<file path="config.mk">
export PLATFORM = sky130hd
export DESIGN_NAME = crc32c_accum
export DESIGN_NICKNAME = d
export VERILOG_FILES = /design/src/rtl/crc32c_pkg.sv /design/src/rtl/crc32c_lane.sv /design/src/rtl/crc32c_select.sv /design/src/rtl/crc32c_accum.sv
export SDC_FILE = /design/constraint.sdc
export NUM_CORES = 1
export LEC_CHECK = 0
export BUFFER_PORTS_ARGS = -buffer_cell sky130_fd_sc_hd__buf_2
export CAP_MARGIN = 5
export CORE_MARGIN = 2
export CORE_UTILIZATION = 45
export CTS_CLUSTER_SIZE = 24
export DETAILED_ROUTE_END_ITERATION = 10
export MAX_ROUTING_LAYER = met4
export SLEW_MARGIN = 30
export SYNTH_ARGS = -nofsm -noshare
export SYNTH_HDL_FRONTEND = slang
export SYNTH_SLANG_ARGS = --single-unit
</file>
<file path="constraint.sdc">
create_clock -name clk -period 10.1 [get_ports clk]
set_input_delay 0 -clock clk [delete_from_list [all_inputs] [get_ports clk]]
set_output_delay 0 -clock clk [all_outputs]
set_load 0.02 [all_outputs]
</file>
<file path="src/rtl/crc32c_pkg.sv">
package crc32c_pkg;
  localparam int          CRC_W     = 32;
  localparam int          DATA_W    = 64;
  localparam logic [31:0] POLY_REFL = 32'h82F63B78;

  typedef enum logic [1:0] {
    CW_8  = 2'd0,
    CW_16 = 2'd1,
    CW_32 = 2'd2,
    CW_64 = 2'd3
  } chunk_w_e;
endpackage

</file>
<file path="src/rtl/crc32c_lane.sv">
// Unrolled reflected CRC fold for a fixed chunk width.
module crc32c_lane #(
  parameter int               BITS  = 8,
  parameter int               CRC_W = 32,
  parameter logic [CRC_W-1:0] POLY  = 32'h82F63B78
) (
  input  logic [CRC_W-1:0] crc_in,
  input  logic [BITS-1:0]  data,
  output logic [CRC_W-1:0] crc_out
);
  logic [CRC_W-1:0] c;
  logic             fb;

  always_comb begin
    c  = crc_in;
    fb = 1'b0;
    for (int i = 0; i < BITS; i++) begin
      fb = c[0] ^ data[i];
      c  = {1'b0, c[CRC_W-1:1]} ^ (fb ? POLY : '0);
    end
    crc_out = c;
  end
endmodule

</file>
<file path="src/rtl/crc32c_select.sv">
// Picks the lane result for the requested chunk width.
module crc32c_select #(
  parameter int N     = 4,
  parameter int W     = 32,
  localparam int SEL_W = (N > 1) ? $clog2(N) : 1
) (
  input  logic [N-1:0][W-1:0] cand,
  input  logic [SEL_W-1:0]    sel,
  output logic [W-1:0]        chosen
);
  always_comb begin
    chosen = cand[0];
    for (int k = 0; k < N; k++)
      if (sel == k[SEL_W-1:0]) chosen = cand[k];
  end
endmodule

</file>
<file path="src/rtl/crc32c_accum.sv">
module crc32c_accum #(
  parameter int                DATA_W = crc32c_pkg::DATA_W,
  parameter int                CRC_W  = crc32c_pkg::CRC_W,
  parameter logic [CRC_W-1:0]  POLY   = crc32c_pkg::POLY_REFL,
  localparam int               NUM_W  = $clog2(DATA_W / 8) + 1,
  localparam int               WSEL_W = $clog2(NUM_W)
) (
  input  logic              clk,
  input  logic              rst,
  input  logic              in_valid,
  input  logic              in_load,
  input  logic [CRC_W-1:0]  in_seed,
  input  logic [DATA_W-1:0] in_data,
  input  logic [WSEL_W-1:0] in_width,
  output logic              out_valid,
  output logic [DATA_W-1:0] out_result
);
  logic [CRC_W-1:0]            acc_q;
  logic                        vld_q;
  logic [CRC_W-1:0]            start_crc;
  logic [NUM_W-1:0][CRC_W-1:0] lane_crc;
  logic [CRC_W-1:0]            next_crc;

  assign start_crc = in_load ? in_seed : acc_q;

  for (genvar g = 0; g < NUM_W; g++) begin : g_lane
    localparam int LB = 8 << g;
    crc32c_lane #(.BITS(LB), .CRC_W(CRC_W), .POLY(POLY)) u_lane (
      .crc_in (start_crc),
      .data   (in_data[LB-1:0]),
      .crc_out(lane_crc[g])
    );
  end

  crc32c_select #(.N(NUM_W), .W(CRC_W)) u_sel (
    .cand  (lane_crc),
    .sel   (in_width),
    .chosen(next_crc)
  );

  always_ff @(posedge clk) begin
    if (rst) begin
      acc_q <= '0;
      vld_q <= 1'b0;
    end else begin
      vld_q <= in_valid;
      if (in_valid) acc_q <= next_crc;
    end
  end

  assign out_valid  = vld_q;
  assign out_result = {{(DATA_W-CRC_W){1'b0}}, acc_q};
endmodule

</file>
# Word-level counts from Yosys, hierarchy flattened
# Cells that the tools add are included.
dict set report classes {
  muxes 68
  eq_ne 3
  n_bitwise 128
}
# cell count
set ops {}
lappend ops {{$mux 32} 68}
lappend ops {{$xor 31x32->32} 64}
lappend ops {{$xor 1x1->1} 64}
lappend ops {{$eq 2x2->1 const B} 2}
lappend ops {{$eq 2x1->1 const B} 1}
dict set report totals {
  word_cells 201
  reg_bits 33
  in_bits 102
}

# Logic depth before layout (Yosys ltp)
# Gate-level depths: netlist of the first run.
dict set report logic_depth {
  ltp_word 194
  ltp_mapped 30
  ltp_nobuf 23
}

# Cells and area by module
# From an unflattened synthesis of the first run, not the netlist that was laid out.
dict set report hier_totals {
  cells_unflattened 1484
  hier_area_um2 19225.9
}
# module instances area_each_um2 cells_per_inst seq_area_each_um2
set modules_own_cells {}
lappend modules_own_cells {{crc32c_lane (g_lane[3].u_lane)} 1 9138.8 700 0.0}
lappend modules_own_cells {{crc32c_lane (g_lane[2].u_lane)} 1 4285.4 319 0.0}
lappend modules_own_cells {{crc32c_lane (g_lane[1].u_lane)} 1 2037.0 168 0.0}
lappend modules_own_cells {crc32c_accum 1 1966.9 175 660.6}
lappend modules_own_cells {{crc32c_lane (g_lane[0].u_lane)} 1 983.4 83 0.0}
lappend modules_own_cells {crc32c_select 1 814.5 39 0.0}

# Worst setup path before layout of the first run
# No wires, ideal clock.
dict set report synth_path {
  kind {register -> register}
  start {reg acc_q[2]}
  end {reg acc_q[10]}
  setup_ns 0.119
  synth_period_minus_slack_ns 9.372
  arrival_ns 9.253
  stages_incl_launch_ff 27
  setup_slack_ns 0.728
  required_time_ns 9.981
  path_buffers 3
  cell_sequence {dfxtp_1 > mux2i_2 > xnor2_2 > buf_2 > xnor3_1 > xnor3_2 > inv_1 > xnor2_2 > xnor3_1 > xnor3_2 > xnor2_1 > xnor3_1 > xnor3_1 > buf_4 > xnor2_1 > xnor3_1 > xnor3_2 > xor3_1 > xnor3_1 > buf_6 > xnor3_2 > xnor2_4 > xnor3_1 > xor3_2 > xnor2_1 > nor2_1 > o221a_1}
}
dict set report synth_between {
  elab_chain_cells 98
}
# item line
set synth_lines {}
lappend synth_lines {{start, declared} crc32c_accum.sv:18} ;# logic [CRC_W-1:0] acc_q;
lappend synth_lines {{start signal, assigned} crc32c_accum.sv:47} ;# if (in_valid) acc_q <= next_crc;
lappend synth_lines {{$mux 32 (*)} crc32c_accum.sv:24} ;# assign start_crc = in_load ? in_seed : acc_q;
lappend synth_lines {{$xor 31x32->32 (*) (2 in a row)} crc32c_lane.sv:19} ;# c = {1'b0, c[CRC_W-1:1]} ^ (fb ? POLY : '0);
lappend synth_lines {{$xor 1x1->1 (*)} crc32c_lane.sv:18} ;# fb = c[0] ^ data[i];
lappend synth_lines {{$mux 32 (*)} crc32c_lane.sv:19}
lappend synth_lines {{$xor 31x32->32 (*) (4 in a row)} crc32c_lane.sv:19}
lappend synth_lines {{$xor 1x1->1} crc32c_lane.sv:18}
lappend synth_lines {{$mux 32} crc32c_lane.sv:19}
lappend synth_lines {{$xor 31x32->32 (*) (2 in a row)} crc32c_lane.sv:19}
lappend synth_lines {{[70 not listed]} --}
lappend synth_lines {{$xor 31x32->32 (4 in a row)} crc32c_lane.sv:19}
lappend synth_lines {{$xor 1x1->1} crc32c_lane.sv:18}
lappend synth_lines {{$mux 32} crc32c_lane.sv:19}
lappend synth_lines {{$xor 31x32->32 (4 in a row)} crc32c_lane.sv:19}
lappend synth_lines {{$xor 1x1->1} crc32c_lane.sv:18}
lappend synth_lines {{$mux 32} crc32c_lane.sv:19}
lappend synth_lines {{$xor 31x32->32 (2 in a row)} crc32c_lane.sv:19}
lappend synth_lines {{$mux 32 (*)} crc32c_select.sv:14} ;# if (sel == k[SEL_W-1:0]) chosen = cand[k];
# Mark *: on every way between the ends. The rest lies on a longest branch, timed or not.
# A chain may end at the register's enable or synchronous reset.

# Worst setup path in the final report of the first run
dict set report layout_path {
  start {reg acc_q[2]}
  end {reg acc_q[20]}
}
dict set report layout_between {
  elab_chain_cells 98
}
# item line
set layout_lines {}
lappend layout_lines {{$mux 32 (*)} crc32c_accum.sv:24}
lappend layout_lines {{$xor 31x32->32 (*) (2 in a row)} crc32c_lane.sv:19}
lappend layout_lines {{$xor 1x1->1 (*)} crc32c_lane.sv:18}
lappend layout_lines {{$mux 32 (*)} crc32c_lane.sv:19}
lappend layout_lines {{$xor 31x32->32 (*) (4 in a row)} crc32c_lane.sv:19}
lappend layout_lines {{$xor 1x1->1 or $xor 31x32->32 (tied branches)} {crc32c_lane.sv:18, crc32c_lane.sv:19}}
lappend layout_lines {{$mux 32 or $xor 1x1->1 (tied branches)} {crc32c_lane.sv:19, crc32c_lane.sv:18}}
lappend layout_lines {{$xor 31x32->32 (*) (2 in a row)} crc32c_lane.sv:19}
lappend layout_lines {{[75 not listed]} --}
lappend layout_lines {{$mux 32 or $xor 1x1->1 (tied branches)} {crc32c_lane.sv:19, crc32c_lane.sv:18}}
lappend layout_lines {{$xor 31x32->32 or $mux 32 (tied branches)} crc32c_lane.sv:19}
lappend layout_lines {{$xor 31x32->32 (3 in a row)} crc32c_lane.sv:19}
lappend layout_lines {{$xor 1x1->1 or $xor 31x32->32 (tied branches)} {crc32c_lane.sv:18, crc32c_lane.sv:19}}
lappend layout_lines {{$mux 32 or $xor 1x1->1 (tied branches)} {crc32c_lane.sv:19, crc32c_lane.sv:18}}
lappend layout_lines {{$xor 31x32->32 or $mux 32 (tied branches)} crc32c_lane.sv:19}
lappend layout_lines {{$xor 31x32->32} crc32c_lane.sv:19}
lappend layout_lines {{$mux 32 (*)} crc32c_select.sv:14}
# Marks and branches as above.

==> implementation parameters, run 1 <==
Parameter                              Value

Status
  Result of the run ... complete, no violations

Clock tree
  Inserted Clock Buffers ... 5
  H-tree depth ... 2
  CTS tree ... built
  Maximum clock path buffer count ... 2
  Clk_lat worst skew ... 280 ps
  Clock-pin slew of the registers on the worst-case setup and hold paths ... 50 ps
  Buffer cell driving the clock tree root ... clkbuf_16
  Clock Sinks ... 33
  Hold buffer count at CTS ... 0

Detailed routing
  Pre-antenna DRT Iters ... 5
  Highest metal used ... met4
  Routed via count ... 8672
  Drt first-iter violations ... 755
  Routed wl met3 ... 2510 microns
  DRC violation count after routing ... 0
  Length of routed wiring on met1 ... 18800 microns
  Antenna Nets Post-Route ... 0
  Post-detailed-route wirelength per cell ... 24.8 microns
  Routed wire length on met2 ... 19100 microns
  Drt total wl ... 41600 microns
  Per-cell via count in the routed design ... 5.17

Place
  RD Place Congestion ... 0.986
  HPWL after detailed placement ... 35400 microns
  Number of buffer cells added on primary ports ... 134
  Worst slack, placed ... 59.4 ps

Global routing
  Overflow left after global routing ... 0
  First-pass GRT wire length ... 60600 microns
  Overall routing resource usage ... 28.2%
  Via count of the first global-routing pass ... 8885
  Largest net degree at the start of global routing ... 70
  Antenna violations before repair ... 1

Yosys
  Sequential fraction of the synthesis area ... 5.10%
  Post-synth top area cell ... xnor3_1
  Most common library cells after synthesis ... 346 x xnor2_1, 174 x xnor3_1, 133 x xor2_1, 54 x nor2_1, 37 x mux2i_1
  Post-synthesis average cell area ... 11.7 sq um
  Unique cell type count in the Yosys netlist ... 47
  Fraction of synthesis flops using an asynchronous set or reset pin ... 0%
  Post-synth design cell area ... 13000 sq um
  Post-Syn Instances ... 1106
  Area share of the leading cell type in the synthesized netlist ... 30.2%
  Warnings, synthesis ... 0
  Dominant cell by count in the synthesized netlist ... xnor2_1
  Most used flip-flop cell after synthesis ... dfxtp_1
  Top post-synthesis cells by area ... xnor3_1 30%, xnor2_1 23%, xor2_1 9.0%
  Number of enable-type register cells in the synthesized netlist ... 0
  Post-synthesis register bit count ... 33

Cells and area
  Finished Core Util ... 51.7%
  Total Nets Final ... 1395
  Area growth from synthesis to final layout ... 13.8%
  N_diodes ... 0
  Fraction of layout cells with a size suffix above 1 ... 26.3%

Timing
  Sum of negative setup slack ... 0 ps
  Timing-limited maximum frequency ... 102 MHz
  Minimum period implied by the final worst setup slack ... 9770 ps
  Final number of hold-violating endpoints ... 0
  Final worst path period share ... 96.7%
  Relative slew margins ... 45.1%
  Final clock skew ... 2.26 ps
  Worst hold slack across all endpoints ... 233 ps
  Actual transition at the worst max-transition pin ... 817 ps
  Final number of setup-violating endpoints ... 0
  Final Max Tran Viols ... 0
  Final Worst Setup Slack ... 335 ps

Setup path
  Crit-path cells ... mux2i_2, xnor2_4, buf_4, xor2_2, xor3_2, xor3_2, xor3_2, xnor3_1, xnor2_2, xnor3_1, xnor2_1, xnor3_2, xnor2_4, xnor3_2, xnor3_2, xor3_1, xnor3_1, xnor3_2, xnor2_4, xnor3_2, xor3_2, xnor2_1, nand2_1, a311oi_2
  Element type at the critical path start ... register
  Largest fanout on the critical path ... 7
  Type of destination of the critical path ... register
  Worst path arrival time ... 9960 ps
  Crit path required time ... 10290 ps
  Slowest library cell on the worst path ... xnor3_2
  Critical path class ... reg2reg
  Worst path most repeated cell ... xnor3_2
  Slowest stage delay, CP ... 610 ps

Floorplan
  Die Area ... 30200 sq um
  Die Y ... 174 microns
  Ports placed on the boundary ... 167
  Horizontal die dimension ... 174 microns
  Core ar. ... 28500 sq um
  # rows ... 62
  Initial standard-cell utilization of the core ... 45.4%

Worst hold path
  Min-delay worst type ... in2reg

Job
  # Max-Cap Violations ... 0
final cells by class:
class,count,area (sq um)
timing repair buffer,231,1400
inverter,6,22.5
fill,2663,13800
sequential,33,661
clock inverter,3,17.5
multi-input combinational,1016,12000
tap,384,480
clock buffer,5,125
state kept, by name (all words and copies together) (netlist names):
| name | count |
|---|---|
| acc_q | 32 |
| out_valid | 1 |
stage by stage:
step                cell area, sq um  instances
floorplan                      13100       1137
global placement               14400       1660
detailed placement             14400       1660
CTS                            14500       1668
global route                   14800       1678
finish                         14800       1678
worst max-delay path, delay by kind of cell, from the launching register on:
family                    cells  cell delay [ps]
muxes                         1              180
DFF                           1              430
AOI/OAI and AO/OA             1              240
xor gates and xnor gates     20             8510
buffers and inverters         1              190
and+or+nand+nor               1               90
worst paths after layout:
check                               from                endpoint  slack, ps  depth (start not counted)
setup / recovery   acc_q[2]$_SDFFE_PP0P_  acc_q[20]$_SDFFE_PP0P_        330                         24
hold / removal                       rst  acc_q[27]$_SDFFE_PP0P_        230                          2
setup reg to reg   acc_q[2]$_SDFFE_PP0P_  acc_q[20]$_SDFFE_PP0P_        330                         24
hold reg to reg   acc_q[23]$_SDFFE_PP0P_  acc_q[23]$_SDFFE_PP0P_        500                          2
timing repair:
action                     CTS  global route
resized for setup            0            24
setup buffers                0            10
setup endpoints to repair    0            27
metal layers:
layer  vias up  track usage (%)
li1       4036                -
met1      4217             39.4
met2       366             45.0
met3        53             2.11
met4         0             6.69
met5         -                -
layout by cell type (no fill, tap or decap), drive strengths merged, types with 6 or more instances in the layout:
cell,count
xnor2,387
buf,231
xnor3,186
xor2,143
nor2,54
mux2i,45
xor3,37
dfxtp,33
a21oi,32
conb,32
o21ai,24
nand2,22
o221ai,11
nor3,11
a311oi,9
o22ai,6
kinds of logic after synthesis:
logic type / after synthesis / synth area share (%)
flip-flops: 33 / 5.10
buffers and inverters: 88 / 4.14
AO/OA/AOI/OAI: 93 / 4.61
multiplexers: 48 / 4.21
other: 1 / 0.0289
AND/OR/NAND/NOR: 90 / 2.76
XOR/XNOR: 753 / 79.2
Power of run 1 is left out: the tool's default activity adds up to more than one toggle a clock period on the data nets, which glitch-free logic cannot reach.
==> inputs of run 2 (changes only) <==
- PLACE_DENSITY: default -> 0.67
- TNS_END_PERCENT: default -> 30
- clock period: 10.1 -> 8.3 ns (I/O delays scaled with it)
==> run 2 against run 1 <==
  * The run now ends with negative setup slack left
  * Worst setup slack worse by 550 ps
  * Via count is 23% higher
  * Register-to-register slack worse by 550 ps
  * Sequential cell count stayed put
  * Maximum frequency is 15% higher
  * Non-clock buffer count is 456 higher
  * Die area stayed put
  * Final cell count is 27% higher
  * Sequential share of layout area is 1.0 points lower
  * Routed wire length is 13% higher
  * Count of clock-buffer cells in the layout is 1 higher
  * Largest cell class unchanged
  * Highest routed layer unchanged
==> implementation parameters, run 2 (synthesized netlist as in run 1, its figures left out) <==
Parameter                              Value

Status
  Result of the run ... complete, but fails checks
  Violated checks ... negative setup slack

Setup path
  Register-to-register path setup slack ... -210 ps (-550 ps)
  Type of destination of the critical path ... register
  Element type at the critical path start ... register
  Worst path most repeated cell ... xnor3_2
  Critical path class ... reg2reg
  Worst path arrival time ... 8650 ps (-1310 ps)
  Worst reg2reg startpoint ... acc_q[2]$_SDFFE_PP0P_
  Reg-to-Reg End ... acc_q[4]$_SDFFE_PP0P_
  Slowest stage delay, CP ... 510 ps (-100 ps)
  Crit path required time ... 8430 ps (-1860 ps)
  Largest fanout on the critical path ... 8 (+1)
  Worst reg2reg path depth ... 29 (+21%)
  Slowest library cell on the worst path ... xnor3_2

Clock tree
  CTS tree ... built
  H-tree depth ... 2 (unchanged)
  Maximum clock path buffer count ... 2 (unchanged)
  Buffer cell driving the clock tree root ... clkbuf_16
  Clk_lat worst skew ... 280 ps (about the same)
  Clock-pin slew of the registers on the worst-case setup and hold paths ... 60 ps (about the same)
  Hold buffer count at CTS ... 0 (unchanged)
  Inserted Clock Buffers ... 5 (unchanged)
  Clock Sinks ... 33 (unchanged)

Timing
  Setup repair after global routing missed its margin ... yes
  Final clock skew ... 5.82 ps (+3.56 ps)
  Final Worst Setup Slack ... -213 ps (-548 ps)
  Final number of setup-violating endpoints ... 28 (+28)
  Final number of hold-violating endpoints ... 0 (unchanged)
  Relative slew margins ... 52.1% (+7.0 points)
  Timing-limited maximum frequency ... 117 MHz (+15%)
  Minimum period implied by the final worst setup slack ... 8510 ps (-1250 ps)
  Final Max Tran Viols ... 0 (unchanged)
  Actual transition at the worst max-transition pin ... 713 ps (-104 ps)
  Worst hold slack across all endpoints ... 233 ps (-0.634 ps)
  Final worst path period share ... 103% (+5.9 points)

Cells and area
  Fillers ... 2084 (-22%)
  Most common library cell in the layout ignoring fill and taps ... buf_4
  Finished Core Util ... 69.3% (+18 points)
  Total Nets Final ... 1851 (+33%)
  Fraction of layout cells with a size suffix above 1 ... 54.7% (+28 points)
  Top reg by flops ... acc_q
  Area growth from synthesis to final layout ... 52.6%
  Most used cells in the layout excluding fill and tap cells ... 502 x buf_4, 268 x xnor2_1, 134 x buf_2, 120 x xnor3_1, 112 x xor2_1
  Number of flip-flops in the largest register ... 32 (unchanged)

Job
  # Max-Cap Violations ... 0 (unchanged)

Worst hold path
  Worst hold path startpoint ... rst
  Min-delay worst type ... in2reg
  Hold Path Sink ... acc_q[27]$_SDFFE_PP0P_
  Hold-critical path depth ... 2 (unchanged)

Floorplan
  # rows ... 62 (unchanged)
  Horizontal die dimension ... 174 microns (unchanged)
  Die Y ... 174 microns (unchanged)
  Die Area ... 30200 sq um (unchanged)
  Ports placed on the boundary ... 167 (unchanged)
  Core ar. ... 28500 sq um (unchanged)
  Initial standard-cell utilization of the core ... 45.4% (unchanged)

Global routing
  Overall routing resource usage ... 31.2% (+3.0 points)
  Largest net degree at the start of global routing ... 70 (unchanged)
  First-pass GRT wire length ... 68100 microns (+12%)
  Overflow left after global routing ... 0 (unchanged)
  Antenna violations before repair ... 2 (+1)
  Via count of the first global-routing pass ... 10900 (+22%)

Detailed routing
  Post-detailed-route wirelength per cell ... 22.1 microns (-11%)
  Antenna Nets Post-Route ... 0 (unchanged)
  Drt first-iter violations ... 874 (+16%)
  Drt total wl ... 47100 microns (+13%)
  Per-cell via count in the routed design ... 5.00 (-3.3%)
  Routed via count ... 10700 (+23%)
  DRC violation count after routing ... 0 (unchanged)
  Pre-antenna DRT Iters ... 5 (unchanged)

Place
  HPWL after detailed placement ... 38200 microns (+8.0%)
  RD Place Congestion ... 1.00 (+1.8%)
  Number of buffer cells added on primary ports ... 134 (unchanged)
==> run 2: area by class of cell <==
class	instances	area (sq um)	area share, %
repair buffers	687	5160	26.1
inverters	6	22.5	0.114
clock buffers	6	129	0.652
well taps	384	480	2.43
clock inverters	2	10.0	0.0506
multi-input cells	1016	13300	67.2
flip-flops and latches	33	681	3.44
diodes	2	5.00	0.0253
==> run 2: repair_timing <==
action,CTS,global route
setup buffers,71,50
pin swaps,78,43
gates resized for setup,114,62
hold endpoints to repair,0,0
setup endpoints to repair,29,32
==> run 2: stage by stage <==
step / setup slack [ps] / instances / instance area (sq um) / TNS (ps)
after global placement: -337 / 2008 / 17700 / -7110
after CTS: -138 / 2086 / 19100 / -1820
final: -213 / 2136 / 19800 / -3270
after detailed placement: -478 / 2008 / 17700 / -10990
after floorplan: 3.39 / 1137 / 13600 / 0
after global routing: -453 / 2136 / 19800 / -10280
==> run 2: worst max-delay path: cells and delay by family (launching register included) <==
family | cells | cell delay [ps]
XOR/XNOR | 20 | 6500
buffers and inverters | 6 | 1020
flip-flops | 1 | 360
multiplexers | 1 | 230
AO/OA/AOI/OAI | 1 | 150
AND/OR/NAND/NOR | 1 | 70
==> run 2: worst max path at each step <==
stage                                   endpoint                   from  cells after the start  slack, ps
final                      acc_q[4]$_SDFFE_PP0P_  acc_q[2]$_SDFFE_PP0P_                     29       -210
after global routing       acc_q[2]$_SDFFE_PP0P_  acc_q[3]$_SDFFE_PP0P_                     26       -450
after CTS                  acc_q[1]$_SDFFE_PP0P_  acc_q[1]$_SDFFE_PP0P_                     31       -140
after detailed placement  acc_q[16]$_SDFFE_PP0P_                in_load                     29       -480
after global placement    acc_q[16]$_SDFFE_PP0P_                in_load                     29       -340
after floorplan           acc_q[10]$_SDFFE_PP0P_                in_load                     26          3
==> run 2: routing by layer <==
metal / track usage [%] / vias up / routed length, microns
li1: - / 4962 / -
met1: 41.6 / 5169 / 20000
met2: 50.9 / 465 / 22600
met3: 2.24 / 79 / 2740
met4: 9.94 / 0 / 1860
met5: - / - / 0
Power of run 2 is left out for the same reason.
